## src/rtl/rcp_pkg.sv

```systemverilog
package rcp_pkg;

   typedef enum logic {
      ST_IDLE  = 1'b0,
      ST_BLOCK = 1'b1
   } rcp_state_e;

   // Width of the packed check word for a given byte width and index width.
   function automatic int rcp_check_width(input int data_w, input int addr_w);
      return 2 * addr_w + 2 * $clog2(data_w) + 2;
   endfunction

endpackage

```

## src/rtl/rcp_frame_ctl.sv

```systemverilog
module rcp_frame_ctl
   import rcp_pkg::*;
#(
   parameter int ADDR_W = 8
) (
   input  logic              clk,
   input  logic              rst_n,
   input  logic              in_valid,
   input  logic              in_sob,
   input  logic              in_eob,
   output logic              in_ready,
   output logic              take,
   output logic              restart,
   output logic              finish,
   output logic [ADDR_W-1:0] byte_idx,
   output logic              out_valid,
   output logic              frame_err
);

   rcp_state_e        state_q, state_d;
   logic [ADDR_W-1:0] cnt_q, cnt_d;
   logic              ov_q, err_q;
   logic              accept, in_blk, last_idx, err_now;

   always_comb begin
      in_ready = ~ov_q;
      accept   = in_valid & in_ready;
      in_blk   = (state_q == ST_BLOCK);
      take     = accept & (in_sob | in_blk);
      restart  = take & in_sob;
      byte_idx = in_sob ? '0 : cnt_q;
      last_idx = &byte_idx;
      err_now  = (accept & in_sob & in_blk) | (take & (in_eob != last_idx));
      finish   = take & last_idx & in_eob & ~err_now & ~err_q;
      state_d  = state_q;
      cnt_d    = cnt_q;
      if (take) begin
         if (err_now || last_idx) begin
            state_d = ST_IDLE;
            cnt_d   = '0;
         end else begin
            state_d = ST_BLOCK;
            cnt_d   = ADDR_W'(byte_idx + 1'b1);
         end
      end
   end

   always_ff @(posedge clk) begin
      if (!rst_n) begin
         state_q <= ST_IDLE;
         cnt_q   <= '0;
         ov_q    <= 1'b0;
         err_q   <= 1'b0;
      end else begin
         state_q <= state_d;
         cnt_q   <= cnt_d;
         ov_q    <= finish;
         err_q   <= err_q | err_now;
      end
   end

   assign out_valid = ov_q;
   assign frame_err = err_q;

endmodule

```

## src/rtl/rcp_row_acc.sv

```systemverilog
module rcp_row_acc #(
   parameter int ADDR_W = 8
) (
   input  logic                clk,
   input  logic                rst_n,
   input  logic                take,
   input  logic                restart,
   input  logic [ADDR_W-1:0]   byte_idx,
   input  logic                row_bit,
   output logic [2*ADDR_W-1:0] row_next
);

   localparam int NROW = 2 * ADDR_W;

   logic [NROW-1:0] acc_q, contrib, base;

   // Each index bit steers the byte's parity into one of a complementary pair.
   for (genvar k = 0; k < ADDR_W; k++) begin : g_pair
      assign contrib[2*k]   = row_bit & ~byte_idx[k];
      assign contrib[2*k+1] = row_bit &  byte_idx[k];
   end

   assign base     = restart ? '0 : acc_q;
   assign row_next = take ? (base ^ contrib) : acc_q;

   always_ff @(posedge clk) begin
      if (!rst_n) acc_q <= '0;
      else        acc_q <= row_next;
   end

endmodule

```

## src/rtl/rcp_col_acc.sv

```systemverilog
module rcp_col_acc #(
   parameter int DATA_W = 8
) (
   input  logic              clk,
   input  logic              rst_n,
   input  logic              take,
   input  logic              restart,
   input  logic [DATA_W-1:0] data,
   output logic [DATA_W-1:0] col_next
);

   logic [DATA_W-1:0] acc_q, base;

   assign base     = restart ? '0 : acc_q;
   assign col_next = take ? (base ^ data) : acc_q;

   always_ff @(posedge clk) begin
      if (!rst_n) acc_q <= '0;
      else        acc_q <= col_next;
   end

endmodule

```

## src/rtl/rcp_check_pack.sv

```systemverilog
module rcp_check_pack #(
   parameter int DATA_W = 8,
   parameter int ADDR_W = 8
) (
   input  logic [2*ADDR_W-1:0]                          row,
   input  logic [DATA_W-1:0]                            col,
   output logic [2*ADDR_W+2*$clog2(DATA_W)+2-1:0]       check
);

   localparam int LOG_DW = $clog2(DATA_W);

   logic [2*LOG_DW-1:0] ycol;
   logic                all_par, par_par;

   for (genvar k = 0; k < LOG_DW; k++) begin : g_col
      logic [DATA_W-1:0] lo_m, hi_m;
      for (genvar p = 0; p < DATA_W; p++) begin : g_pos
         if (((p >> k) & 1) == 0) begin : g_lo
            assign lo_m[p] = col[p];
            assign hi_m[p] = 1'b0;
         end else begin : g_hi
            assign lo_m[p] = 1'b0;
            assign hi_m[p] = col[p];
         end
      end
      assign ycol[2*k]   = ^lo_m;
      assign ycol[2*k+1] = ^hi_m;
   end

   assign all_par = ^col;
   assign par_par = ^{ycol, row};
   assign check   = {par_par, all_par, ycol, row};

endmodule

```

## src/rtl/rowcol_parity_enc.sv

```systemverilog
module rowcol_parity_enc #(
   parameter  int DATA_W  = 8,
   parameter  int ADDR_W  = 8,
   localparam int CHECK_W = 2 * ADDR_W + 2 * $clog2(DATA_W) + 2
) (
   input  logic               clk,
   input  logic               rst_n,
   input  logic               in_valid,
   output logic               in_ready,
   input  logic [DATA_W-1:0]  in_data,
   input  logic               in_sob,
   input  logic               in_eob,
   output logic               out_valid,
   output logic [CHECK_W-1:0] out_check,
   output logic               frame_err
);

   if (DATA_W < 2 || (DATA_W & (DATA_W - 1)) != 0) begin : g_bad_data_w
      $error("rowcol_parity_enc: DATA_W must be a power of two of at least 2");
   end
   if (ADDR_W < 1 || ADDR_W > 16) begin : g_bad_addr_w
      $error("rowcol_parity_enc: ADDR_W must lie in 1..16");
   end
   if (CHECK_W != rcp_pkg::rcp_check_width(DATA_W, ADDR_W)) begin : g_bad_check_w
      $error("rowcol_parity_enc: check width mismatch");
   end

   logic                take, restart, finish;
   logic [ADDR_W-1:0]   byte_idx;
   logic [2*ADDR_W-1:0] row_next;
   logic [DATA_W-1:0]   col_next;
   logic [CHECK_W-1:0]  check_d, check_q;

   rcp_frame_ctl #(.ADDR_W(ADDR_W)) i_ctl (
      .clk       (clk),
      .rst_n     (rst_n),
      .in_valid  (in_valid),
      .in_sob    (in_sob),
      .in_eob    (in_eob),
      .in_ready  (in_ready),
      .take      (take),
      .restart   (restart),
      .finish    (finish),
      .byte_idx  (byte_idx),
      .out_valid (out_valid),
      .frame_err (frame_err)
   );

   rcp_row_acc #(.ADDR_W(ADDR_W)) i_row (
      .clk      (clk),
      .rst_n    (rst_n),
      .take     (take),
      .restart  (restart),
      .byte_idx (byte_idx),
      .row_bit  (^in_data),
      .row_next (row_next)
   );

   rcp_col_acc #(.DATA_W(DATA_W)) i_col (
      .clk      (clk),
      .rst_n    (rst_n),
      .take     (take),
      .restart  (restart),
      .data     (in_data),
      .col_next (col_next)
   );

   rcp_check_pack #(.DATA_W(DATA_W), .ADDR_W(ADDR_W)) i_pack (
      .row   (row_next),
      .col   (col_next),
      .check (check_d)
   );

   always_ff @(posedge clk) begin
      if (!rst_n)      check_q <= '0;
      else if (finish) check_q <= check_d;
   end

   assign out_check = check_q;

endmodule

```

## config.mk

```make
export PLATFORM = sky130hd
export DESIGN_NAME = rowcol_parity_enc
export DESIGN_NICKNAME = d
export VERILOG_FILES = /design/src/rtl/rcp_pkg.sv /design/src/rtl/rcp_frame_ctl.sv /design/src/rtl/rcp_row_acc.sv /design/src/rtl/rcp_col_acc.sv /design/src/rtl/rcp_check_pack.sv /design/src/rtl/rowcol_parity_enc.sv
export SDC_FILE = /design/constraint.sdc
export NUM_CORES = 1
export LEC_CHECK = 0
export BUFFER_PORTS_ARGS = -buffer_cell sky130_fd_sc_hd__buf_2
export CAP_MARGIN = 25
export CORE_ASPECT_RATIO = 0.75
export CORE_MARGIN = 3
export CORE_UTILIZATION = 35
export CTS_CLUSTER_DIAMETER = 80
export DETAILED_ROUTE_END_ITERATION = 10
export PLACE_DENSITY_LB_ADDON = 0.3
export SETUP_SLACK_MARGIN = 0.15
export SLEW_MARGIN = 20
export SYNTH_ARGS = -nofsm -noshare
export SYNTH_HDL_FRONTEND = slang
export SYNTH_SLANG_ARGS = --single-unit
```

## constraint.sdc

```tcl
create_clock -name clk -period 2.7 [get_ports clk]
set_input_delay 0.27 -clock clk [delete_from_list [all_inputs] [get_ports clk]]
set_output_delay 0.27 -clock clk [all_outputs]
set_load 0.01 [all_outputs]
```

==> metrics <==
outcome completed; Antenna diodes 0; vias in the first global route 2895; cts hold-fix bufs 0; Critical Path End Type flop; iteration count of the initial detailed-routing pass 4; Setup Skew 0.00440 ns; first-pass GRT wire length 14.6 mm; Clock Path Buffers 2; clock sink count 59; Gate Count Post-Synth 376; Port Buf Inserts 39; worst setup margin 0.148 ns; Static Leak 1.97 nW; die area 10200 um2; max_cap viols 0; Synth cell types 41; num rows 29; Post-Syn Area 3160 um2; DRC viols 0; Syn-to-layout area delta 41.7%; Seq cells post-synth 59; overall routing resource usage 18.4%; via count 2954; layout net count 486; Detail Route Antenna Nets 0; Final Util 51.9%; Worst path max stage delay 0.41 ns; CP arrival 2.81 ns; Synthesized Nets 390; sequential fraction of the synthesis area 37.3%; Post-synth EDFFs 0; vias per inst 5.06; Place WS -0.171 ns; average wire per standard cell 15.3 um; count of final hold-check violations 0; Initial DRC Count 181; Worst path slowest cell xnor3_1; Req. time, crit path 2.95 ns; Die H 88.3 um; initial core utilization 36.6%; crit path time final 2.55 ns; share of layout cells above drive strength 1 31.3%; Clock Latency Late Sink 0.32 ns; die width 116 um; Max Fanout on Critical Path 6; initial antenna violation count 0; period utilization 94.5%; Fmax 392 MHz; CTS Buf Count 9; max-slew violation count 0; CP Cell Sequence buf_2 > xnor2_2 > xnor2_2 > xnor2_1 > bufbuf_16 > buf_6 > nand3_2 > xor2_1 > o21ai_1 > xnor2_1 > xnor3_1 > xnor3_1 > a21oi_1; Slew Limit Headroom 41.7%; async set-reset flop share out of synthesis 0%; Core Region 8640 um2; H-tree depth 3; ys flop type dfxtp_1; Worst-Margin Slew 0.874 ns; total gr overflow 0; Worst-path clk slew 0.05 ns; Warnings, synthesis 0; final WL 8.91 mm; Startpoint Class input port; maximum VDD drop 0.000330 V; total power per unit cell area 686 nW/um2; unrepaired setup endpoints after global routing true; CTS root buf clkbuf_16; critical setup path kind input port to flop; Hold/Removal Path Class input port to flop; Final GP Congestion 0.842; CTS tree yes; syn avg cell area 8.42 um2; flop2flop setup slack 0.17 ns; pin count of the biggest net entering global routing 60; Detailed Place HPWL 5.54 mm; Final setup violation count 0; boundary pin count 40
-- power by group --
part           internal (mW)  switching (mW)  total [mW]
logic                  0.466           0.337       0.803
clock network          0.946           0.403        1.35
registers              0.900          0.0251       0.925
total                   2.31           0.766        3.08
-- timing repair --
| action | 4_1_cts | 5_1_grt |
|---|---|---|
| setup endpoints to repair | 1 | 22 |
| resized for setup | 29 | 1 |
| gates cloned | 2 | 0 |
| setup buffers | 15 | 2 |
| pin swaps | 22 | 1 |
-- worst max-delay path, delay by kind of cell --
family,cells,cell delay (ns)
compound gates,2,0.33
simple gates,1,0.07
xor+xnor,7,1.60
buf+inv,3,0.51
-- cell usage in the layout, fill, tap and decap left out, types with 8 or more instances in the layout --
cell       netlist  layout
a21boi_0         8       8
dfxtp_1         59      59
clkbuf_16        0       9
nor3b_1         12      12
nand2_1         42      43
nor2_1          32      32
a21oi_1         16      15
nor2b_1         11      10
xor2_1          12      12
nand2b_1         9       9
xnor2_1         29      24
buf_4            2      60
buf_2            1      38
and2_1          28      27
o21ai_0         21      15
nand3_1         17      15
-- per-layer routing --
metal	routed length, um	part of all wire (%)	track usage (%)
met1	4340	49	25.9
met3	671	7.5	4.58
met5	0	0	0
met2	3880	43	28.6
met4	26	0.29	4.32
-- final timing paths --
path | start | to | cells after the start
worst min-delay path | in_eob | i_ctl.cnt_q[6] | 4
worst max register to register | i_ctl.out_valid | out_check[23] | 11
worst max-delay path | in_data[2] | out_check[23] | 13
worst min register to register | out_check[8] | out_check[8] | 2
-- cells in the mapped netlist (all sizes together), types with 10 or more instances --
| library cell | count | area, um2 |
|---|---|---|
| xor2 | 12 | 105 |
| o21ai | 24 | 120 |
| dfxtp | 59 | 1180 |
| clkbuf | 19 | 71.3 |
| nor2b | 11 | 68.8 |
| nor2 | 33 | 131 |
| nor3b | 13 | 103 |
| a21oi | 16 | 80.1 |
| nand2 | 43 | 164 |
| and2 | 29 | 181 |
| xnor2 | 30 | 270 |
| nand3 | 17 | 85.1 |
| nand2b | 10 | 70.1 |
-- metrics by stage --
stage	instances	cell area, um2	power [mW]	setup TNS [ns]	hold WS (ns)
floorplan	376	3210	1.42	0	0.488
global placement	550	3850	1.61	-0.106	0.455
detailed placement	550	3850	1.62	-0.171	0.461
CTS	582	4460	3.09	0	0.369
global route	584	4480	3.22	-0.0151	0.431
finish	584	4480	3.08	0	0.377
-- sequential cells by signal (all words and copies together), names as in the netlist --
register and count:
out_check 24, i_ctl.in_blk 1, i_row.acc_q 16, i_ctl.out_valid 1, i_ctl.cnt_q 8, i_col.acc_q 8, i_ctl.frame_err 1
-- logic make-up (layout without fill, tap and decap cells) --
family	after synthesis	after routing	synth area share [%]
AND/OR/NAND/NOR	165	167	27.2
AO/OA/AOI/OAI	80	80	17.8
flip-flops	59	59	37.3
XOR/XNOR	45	45	14.0
buffers and inverters	26	124	3.36
adder cells (fa/ha/maj)	1	1	0.395
-- cell type report --
type,count,area (um2)
Clock buffer,11,253
Clock inverter,4,97.6
Fill cell,777,4150
Inverter,4,15.0
Multi-Input combinational cell,293,2040
Sequential cell,59,1180
Tap cell,108,135
Timing Repair Buffer,105,758
Power figures use the tool's default switching activity.
